<file path="config.mk">
export PLATFORM = sky130hd
export DESIGN_NAME = misaligned_splitter
export DESIGN_NICKNAME = d
export VERILOG_FILES = /design/src/rtl/msplit_pkg.sv /design/src/rtl/msplit_lane_plan.sv /design/src/rtl/msplit_beat_timer.sv /design/src/rtl/msplit_read_merge.sv /design/src/rtl/misaligned_splitter.sv
export SDC_FILE = /design/constraint.sdc
export NUM_CORES = 1
export LEC_CHECK = 0
export CORE_MARGIN = 1
export CORE_UTILIZATION = 45
export DETAILED_ROUTE_END_ITERATION = 10
export DONT_BUFFER_PORTS = 1
export SYNTH_ARGS = -nofsm -noshare
export SYNTH_HDL_FRONTEND = slang
export SYNTH_SLANG_ARGS = --single-unit
</file>
<file path="constraint.sdc">
create_clock -name clk -period 2 [get_ports clk]
set_input_delay 0.3 -clock clk [delete_from_list [all_inputs] [get_ports clk]]
set_output_delay 0.3 -clock clk [all_outputs]
set_load 0.01 [all_outputs]
</file>
<file path="src/rtl/msplit_pkg.sv">
// Shared constants and types for the misaligned word access splitter.
// Assumes a 16-bit data bus made of two 8-bit byte lanes.
package msplit_pkg;
    localparam int BUS_W  = 16;
    localparam int LANE_W = 8;
    localparam int LANES  = BUS_W / LANE_W;

    // Which bus cycle of a request is in progress.
    typedef enum logic [1:0] {
        PH_IDLE   = 2'd0,
        PH_FIRST  = 2'd1,
        PH_SECOND = 2'd2
    } phase_e;

    // Request attributes held for the whole access.
    typedef struct packed {
        logic             we;
        logic             wide;
        logic [BUS_W-1:0] wdata;
    } req_attr_t;
endpackage

</file>
<file path="src/rtl/msplit_lane_plan.sv">
// Turns a held request and the current phase into bus controls: the word
// address, the lane enables and the lane-steered write data. It also flags
// whether the request needs two bus cycles.
// Assumes: the address is a byte address, and for a split word the phase
// input is 0 during the low-byte cycle and 1 during the high-byte cycle.
module msplit_lane_plan
    import msplit_pkg::*;
#(
    parameter int ADDR_W = 16
) (
    input  req_attr_t          attr,
    input  logic [ADDR_W-1:0]  addr,
    input  logic               second,
    output logic               split,
    output logic [ADDR_W-2:0]  word_addr,
    output logic [LANES-1:0]   lane_en,
    output logic [BUS_W-1:0]   lane_wdata
);
    localparam int WA_W = ADDR_W - 1;

    logic odd;
    assign odd = addr[0];

    // A word that starts on an odd byte needs two cycles.
    assign split = attr.wide & odd;

    // Second cycle of a split goes to the next word; the add wraps at the top.
    assign word_addr = addr[ADDR_W-1:1] + WA_W'(second);

    // Lane enable choice by access kind and phase.
    always_comb begin
        if (!attr.wide) begin
            lane_en = odd ? 2'b10 : 2'b01;
        end else if (!odd) begin
            lane_en = 2'b11;
        end else if (!second) begin
            lane_en = 2'b10;
        end else begin
            lane_en = 2'b01;
        end
    end

    // Write steering, one byte lane per generate step.
    for (genvar l = 0; l < LANES; l++) begin : g_lane
        logic [LANE_W-1:0] src;

        // Pick the source byte that belongs on lane l.
        always_comb begin
            if (!attr.wide) begin
                src = attr.wdata[LANE_W-1:0];
            end else if (!odd) begin
                src = attr.wdata[l*LANE_W +: LANE_W];
            end else begin
                src = attr.wdata[(LANES-1-l)*LANE_W +: LANE_W];
            end
        end

        assign lane_wdata[l*LANE_W +: LANE_W] =
            (attr.we && lane_en[l]) ? src : '0;
    end
endmodule

</file>
<file path="src/rtl/msplit_beat_timer.sv">
// Counts the clocks of one bus cycle and flags its final clock.
// Assumes run stays high across back-to-back bus cycles. The count
// restarts on the final clock, so the next cycle starts at once.
module msplit_beat_timer #(
    parameter int CYCLE_CLKS = 3
) (
    input  logic clk,
    input  logic rst_n,
    input  logic run,
    output logic last
);
    localparam int CNT_W = (CYCLE_CLKS > 1) ? $clog2(CYCLE_CLKS) : 1;
    localparam logic [CNT_W-1:0] CNT_END = CNT_W'(CYCLE_CLKS - 1);

    logic [CNT_W-1:0] cnt_q;

    assign last = run && (cnt_q == CNT_END);

    // Advance while a bus cycle runs; clear when idle or at the end.
    always_ff @(posedge clk) begin
        if (!rst_n) begin
            cnt_q <= '0;
        end else if (!run || last) begin
            cnt_q <= '0;
        end else begin
            cnt_q <= cnt_q + 1'b1;
        end
    end
endmodule

</file>
<file path="src/rtl/msplit_read_merge.sv">
// Builds the word returned to the requester from the bus read data. A byte
// is shifted down from its lane. An aligned word passes through. A split
// word joins the low byte held from the first cycle with the lower lane of
// the second cycle.
// Assumes capture_lo pulses on the final clock of a split's first cycle.
module msplit_read_merge
    import msplit_pkg::*;
(
    input  logic             clk,
    input  logic             rst_n,
    input  logic             capture_lo,
    input  logic             wide,
    input  logic             odd,
    input  logic [BUS_W-1:0] rdata,
    output logic [BUS_W-1:0] merged
);
    logic [LANE_W-1:0] lo_q;

    // Hold the upper lane of the first cycle of a split read.
    always_ff @(posedge clk) begin
        if (!rst_n) begin
            lo_q <= '0;
        end else if (capture_lo) begin
            lo_q <= rdata[BUS_W-1 -: LANE_W];
        end
    end

    // Put the selected bytes in their places in the returned word.
    always_comb begin
        if (!wide) begin
            merged = {{LANE_W{1'b0}},
                      odd ? rdata[BUS_W-1 -: LANE_W] : rdata[LANE_W-1:0]};
        end else if (!odd) begin
            merged = rdata;
        end else begin
            merged = {rdata[LANE_W-1:0], lo_q};
        end
    end
endmodule

</file>
<file path="src/rtl/misaligned_splitter.sv">
// Bus interface between a core data port and a 16-bit memory bus. It takes
// one byte/word request at a time, runs one or two fixed-length bus cycles,
// and returns a single completion.
// Assumes memory returns read data by the final clock of each bus cycle and
// takes write data on that clock; memory wait states are not modelled here.
module misaligned_splitter
    import msplit_pkg::*;
#(
    parameter int ADDR_W     = 16,
    parameter int CYCLE_CLKS = 3
) (
    input  logic              clk,
    input  logic              rst_n,
    input  logic              req_valid,
    output logic              req_ready,
    input  logic              req_we,
    input  logic              req_wide,
    input  logic [ADDR_W-1:0] req_addr,
    input  logic [15:0]       req_wdata,
    output logic              resp_valid,
    output logic [15:0]       resp_rdata,
    output logic              mem_cyc,
    output logic [ADDR_W-2:0] mem_addr,
    output logic [1:0]        mem_be,
    output logic              mem_we,
    output logic [15:0]       mem_wdata,
    input  logic [15:0]       mem_rdata
);
    phase_e              phase_q;
    req_attr_t           attr_q;
    logic [ADDR_W-1:0]   addr_q;
    logic                split;
    logic                last;
    logic                busy;
    logic [ADDR_W-2:0]   plan_addr;
    logic [LANES-1:0]    plan_en;
    logic [BUS_W-1:0]    plan_wdata;
    logic [BUS_W-1:0]    merged;

    assign busy      = (phase_q != PH_IDLE);
    assign req_ready = !busy;

    // Bus controls come straight from the held request and the phase.
    msplit_lane_plan #(.ADDR_W(ADDR_W)) u_plan (
        .attr       (attr_q),
        .addr       (addr_q),
        .second     (phase_q == PH_SECOND),
        .split      (split),
        .word_addr  (plan_addr),
        .lane_en    (plan_en),
        .lane_wdata (plan_wdata)
    );

    msplit_beat_timer #(.CYCLE_CLKS(CYCLE_CLKS)) u_timer (
        .clk   (clk),
        .rst_n (rst_n),
        .run   (busy),
        .last  (last)
    );

    msplit_read_merge u_merge (
        .clk        (clk),
        .rst_n      (rst_n),
        .capture_lo (last && (phase_q == PH_FIRST) && split),
        .wide       (attr_q.wide),
        .odd        (addr_q[0]),
        .rdata      (mem_rdata),
        .merged     (merged)
    );

    assign mem_cyc   = busy;
    assign mem_addr  = busy ? plan_addr : '0;
    assign mem_be    = busy ? plan_en : '0;
    assign mem_we    = busy && attr_q.we;
    assign mem_wdata = busy ? plan_wdata : '0;

    // Phase sequencing, request capture and completion.
    always_ff @(posedge clk) begin
        if (!rst_n) begin
            phase_q    <= PH_IDLE;
            attr_q     <= '0;
            addr_q     <= '0;
            resp_valid <= 1'b0;
            resp_rdata <= '0;
        end else begin
            resp_valid <= 1'b0;
            unique case (phase_q)
                PH_IDLE: begin
                    if (req_valid) begin
                        attr_q  <= '{we: req_we, wide: req_wide, wdata: req_wdata};
                        addr_q  <= req_addr;
                        phase_q <= PH_FIRST;
                    end
                end
                PH_FIRST: begin
                    if (last) begin
                        if (split) begin
                            phase_q <= PH_SECOND;
                        end else begin
                            phase_q    <= PH_IDLE;
                            resp_valid <= 1'b1;
                            resp_rdata <= attr_q.we ? '0 : merged;
                        end
                    end
                end
                PH_SECOND: begin
                    if (last) begin
                        phase_q    <= PH_IDLE;
                        resp_valid <= 1'b1;
                        resp_rdata <= attr_q.we ? '0 : merged;
                    end
                end
                default: phase_q <= PH_IDLE;
            endcase
        end
    end
endmodule

</file>
After elaboration in Yosys (flattened, before gate mapping):

Index checks and enable logic that the tools add are counted.

* flip-flop bits (word level): 63
* memory bits (writable): 0
* memory bits (read-only): 0
* bits in latches: 0
* output and inout bits: 53
* bits of input ports: 53
* word-level logic and storage cells: 65
* memories kept: 0

* add/subtract/negate cells: 2
* multipliers: 0
* equality and inequality tests: 7
* shifts and indexed selects: 0
* order comparisons: 0
* bitwise operators: 2
* muxes and demuxes: 30
* divide/modulo/power cells: 0
* reductions and logical operators: 15

Operators with widths (number)
* $mux 16: 7
* $mux 8: 7
* $pmux 16 s2: 1
* $mux 2: 9
* $add 15x1->15: 1
* $mux 15: 1
* $ne 2x2->1 const B: 4
* $logic_and 1x1->1: 6
* $pmux 2 s3: 1
* $eq 2x2->1 const B: 2
* $reduce_and 4->1: 1
* $reduce_bool 2->1: 2
* $mux 1: 3
* $reduce_and 3->1: 1
* $add 2x1->2 const B: 1
* $eq 2x1->1 const B: 1
* $logic_not 2->1: 1
* $pmux 1 s2: 1
* $reduce_and 2->1: 1
* $reduce_or 2->1: 1
* $and 1x1->1: 1
* $logic_not 1->1: 1
* $logic_or 1x1->1: 1
* $not 1->1: 1

Logic depth before layout (Yosys ltp):

* depth in word-level cells: 7
* mapped depth: 8
* gate-level depth less buffers: 7

By module:

Synthesis repeated with hierarchy kept, for this count alone.

* cell total of the unflattened synthesis: 452
* area total of the unflattened synthesis: 3684.8 um^2

By module, submodules not included
* misaligned_splitter: area an instance 2338.5 um^2, cells each 285, sequential area each 1061.0 um^2, times used 1
* msplit_read_merge: area an instance 691.9 um^2, cells each 70, sequential area each 160.2 um^2, times used 1
* msplit_lane_plan: area an instance 565.5 um^2, cells each 90, sequential area each 0.0 um^2, times used 1
* msplit_beat_timer: area an instance 88.8 um^2, cells each 7, sequential area each 40.0 um^2, times used 1

Least setup slack after synthesis:

No wires, ideal clock.

* path kind: flip-flop to output port
* start: register phase_q[0]
* end: output port mem_addr[14]
* stages on the path, launching flop included: 8
* path buffers: 0
* path slack: -0.062 ns
* data arrival time: 1.762 ns
* cells stage by stage: dfxtp_1 -> inv_1 -> ha_1 -> and2_1 -> ha_1 -> nand3_4 -> nor4_1 -> mux2_1

* cells in the longest elaborated chain, start to end: 3

Ends and longest elaborated chain
* start, declared: line misaligned_splitter.sv:29 `phase_e phase_q;`
* start signal, assigned: line misaligned_splitter.sv:80 `phase_q <= PH_IDLE;`
* start signal, assigned: line misaligned_splitter.sv:92 `phase_q <= PH_FIRST;`
* start signal, assigned: line misaligned_splitter.sv:98 `phase_q <= PH_SECOND;`
* $eq 2x2->1: line misaligned_splitter.sv:47 `.second (phase_q == PH_SECOND),`
* $add 15x1->15: line msplit_lane_plan.sv:28 `assign word_addr = addr[ADDR_W-1:1] + WA_W'(second);`
* $mux 15 *: line misaligned_splitter.sv:72 `assign mem_addr = busy ? plan_addr : '0;`
* end, declared: line misaligned_splitter.sv:23 `output logic [ADDR_W-2:0] mem_addr,`

Every way passes the cells marked *; elsewhere a longest branch is shown, timed or not.

Worst setup path after layout:

* start: register phase_q[0]
* end: output port mem_addr[10]

Same word-level chain as after synthesis.

==> results.toml <==
[detailed_routing]
wire_per_inst_um = 16.25
vias = 2994
drt_wl_total_um = 8935
first_pass_iters = 4
drc = 0
ant_nets = 0
via_per_inst = 5.444
drt_iter0_markers = 122

[critical_path]
path_cells = "inv_2 -> ha_4 -> and2_4 -> ha_4 -> nand3_4 -> buf_6 -> or4_4 -> a21oi_4"
max_stage_delay_ns = 0.42
regToRegEndpoint = "addr_q[4]$_SDFFE_PN0P_"
critPathLaunchType = "register"
cp_top_family = "simple AND/OR/NAND/NOR gates"
arrival_ns = 1.92
r2r-start = "phase_q[1]$_SDFFE_PN0P_"
crit_end = "mem_addr[10]"
crit_path_start = "phase_q[0]$_SDFFE_PN0P_"
cp-end-kind = "output pin"
r2r_cells = 7
cp_slowest_cell = "or4_4"
cp.depth = 8
cp.required_ns = 1.70
critical_path.max_fanout = 3
r2r_slack_ns = 0.18
path_class = "reg -> out"
crit_buf_inv = 2
path_common_cell = "ha_4"

[synth]
synthArstFlopShare_pct = 0
synth_largest_area_cell = "dfxtp_1"
ys_ff_latch = 63
syn-num-nets = 497
synth_area_um2 = 3501
yosys-top-cells-area = "dfxtp_1, nand2_1, a21boi_0, mux2i_1, mux2_2"
synth_top_area_share_pct = 36.03
yosysUniqueCellTypes = 41
syn_inst = 438
synth-seq-area-share_pct = 36.03
ys_warn_count = 0
synth_edf_count = 0
syn_avg_cell_area_um2 = 7.993
synth_top_flop_cell = "dfxtp_1"

[global_route]
grt_pass1_wl_um = 14410
antenna_found_initial = 0
use_met3_pct = 6.261
grt_max_degree = 65
grt_pass1_vias = 2915
grt_overflow = 0
met2_usage_pct = 33.78
busiest_layer = "met2"
track_usage_pct = 22.15
grt_use_met1_pct = 29.45

[power]
powerDensity_nw_per_um2 = 718.9
p_leak_nw = 1.515
internal_power_mw = 2.197
p_sw_share_pct = 27.50
combPwrFrac_pct = 15.0
peakVddDrop_mv = 0.3367
switching_power_uw = 833.4
pwr-share-seq_pct = 46.2
power.share.clock_pct = 38.7

[cts]
cts_hold_buf = 0
clockBufferDepth = 2
cts_buffers = 9
clock-sinks = 63
cts_tree = "built"
root_buffer = "clkbuf_8"
h-tree-depth = 3
clk_pin_slew_ns = 0.06
insertion_delay_ns = 0.34

[placed_design]
hpwl_um = 5829
place_area_um2 = 3631
place_congestion = 0.8135
placement.io_buffers = 0

[status]
violations = "negative setup slack"
status = "finished, violations left"

[timing]
layout_setup_ws_ns = -0.2246
tightest_slew_ns = 0.7310
finalClockSkew_ns = 0.006626
slew_headroom_pct = 51.03
final_max_slew_viol_count = 0
clock.fmax_ghz = 0.4495
rsz0062_at_grt = "true"
hold_ws_ns = 0.09037
hold_violations = 0
setup_viol = 10
period_minus_slack_ns = 2.225
period_share_pct = 111.2

[floorplan]
dieWidth_um = 90.20
chipHeight_um = 90.20
dieArea_um2 = 8136
initial_core_util_pct = 47.50
core_area_um2 = 7370
io-pin-count = 106
rows = 31

[layout]
drive_gt1_share_pct = 25.72
diodes = 0
nets = 505
fin_area_um2 = 4215
syn2layout_area_growth_pct = 20.41
fin_util_pct = 57.20

[worst_hold_path]
hp-class = "in -> reg"

[run]
maxCapViolCount = 0
-- metal layers --
metal  vias to the layer above  routed length (um)
met4                         0                 163
met5                         -                   0
met2                        92                3965
li1                       1504                   -
met3                        17                 639
met1                      1381                4168
-- how the worst min path moves through the flow --
| stage | from | endpoint | slack [ns] | cells past startpoint |
|---|---|---|---|---|
| CTS | rst_n | phase_q[1]$_SDFFE_PN0P_ | 0.07 | 1 |
| floorplan | u_timer.cnt_q[0]$_SDFF_PP0_ | u_timer.cnt_q[0]$_SDFF_PP0_ | 0.39 | 1 |
| finish | rst_n | phase_q[1]$_SDFFE_PN0P_ | 0.09 | 1 |
| global placement | u_timer.cnt_q[0]$_SDFF_PP0_ | u_timer.cnt_q[0]$_SDFF_PP0_ | 0.40 | 1 |
| detailed placement | u_timer.cnt_q[0]$_SDFF_PP0_ | u_timer.cnt_q[0]$_SDFF_PP0_ | 0.41 | 1 |
| global route | rst_n | phase_q[1]$_SDFFE_PN0P_ | 0.07 | 1 |
-- power by group through the flow --
stage / sequential (mW) / clock (mW) / combinational [mW]
after floorplan: 1.40 / 0 / 0.347
after global placement: 1.42 / 0 / 0.397
after detailed placement: 1.42 / 0 / 0.404
after CTS: 1.40 / 1.20 / 0.436
after global routing: 1.41 / 1.26 / 0.504
final: 1.40 / 1.17 / 0.455
-- synth_stat cells, types with 4 or more instances --
cell and instances:
a21boi_0 43, nand3_1 14, ha_1 6, nor2b_1 8, clkbuf_1 11, a211o_1 8
mux2i_1 32, and2_1 4, nand2_1 115, nor2_1 32, o21ai_0 13, dfxtp_1 63
a21oi_1 14, inv_1 7, buf_2 12, nand4_1 4, mux2_2 11
-- flip-flops by register name (all words and copies together) (netlist names) --
register,flops
phase_q,2
resp_rdata,16
addr_q,16
attr_q,18
u_merge.lo_q,8
resp_valid,1
u_timer.cnt_q,2
-- placed cells by master, fill, tap and decap left out, types with 3 or more instances in the layout --
| cell type | n |
|---|---|
| nor2b_1 | 6 |
| o21ai_0 | 12 |
| mux2_2 | 11 |
| nand2_1 | 114 |
| and2_1 | 3 |
| nor2_1 | 24 |
| ha_4 | 3 |
| dfxtp_2 | 8 |
| ha_1 | 3 |
| a21oi_4 | 4 |
| mux2i_1 | 29 |
| inv_1 | 6 |
| a211o_1 | 8 |
| a21boi_0 | 43 |
| nand3_1 | 14 |
| buf_6 | 4 |
| buf_4 | 23 |
| nor2_4 | 6 |
| dfxtp_1 | 54 |
| clkbuf_8 | 12 |
| nand4_1 | 4 |
| a21oi_2 | 9 |
| mux2i_2 | 3 |
-- worst register-to-register path, delay by kind of cell (launching register included) --
kind                     cells  cell delay, ns
AND/OR/NAND/NOR              2            0.31
buffers and inverters        3            0.66
AO/OA/AOI/OAI                1            0.20
flip-flops                   1            0.36
adder cells (fa/ha/maj)      1            0.20
-- stage by stage --
step | TNS [ns] | cells | total power [mW] | worst slack, ns
final | -1.265 | 550 | 3.030 | -0.2246
after global routing | -2.110 | 550 | 3.174 | -0.2753
after CTS | -1.522 | 549 | 3.026 | -0.2467
after detailed placement | -0.04732 | 527 | 1.826 | -0.04713
after global placement | 0 | 527 | 1.817 | 0.02185
after floorplan | -0.01928 | 438 | 1.748 | -0.01928
-- cell families after synthesis --
logic type / count (synthesis) / synth area share (%)
adders and majority gates: 6 / 2.144
buffers and inverters: 38 / 5.361
and+or+nand+nor: 196 / 24.77
AOI/OAI and AO/OA: 86 / 17.37
DFF: 63 / 36.03
muxes: 45 / 13.33
xor gates and xnor gates: 4 / 1.001
-- cell type report --
type	instances	area, um2
clock buffer	13	168.9
clock inverter	3	40.04
fill	698	3154
inverter	7	26.28
multi-input combinational	337	2344
sequential	63	1275
tap	99	123.9
timing repair buffer	28	237.7
-- repair_timing --
action,CTS,global route
hold endpoints to repair,0,0
setup endpoints to repair,28,26
setup buffers,6,1
gates cloned,0,0
resized for setup,43,34
pin swaps,14,10
Note: power is estimated with default switching activity, not from simulation.
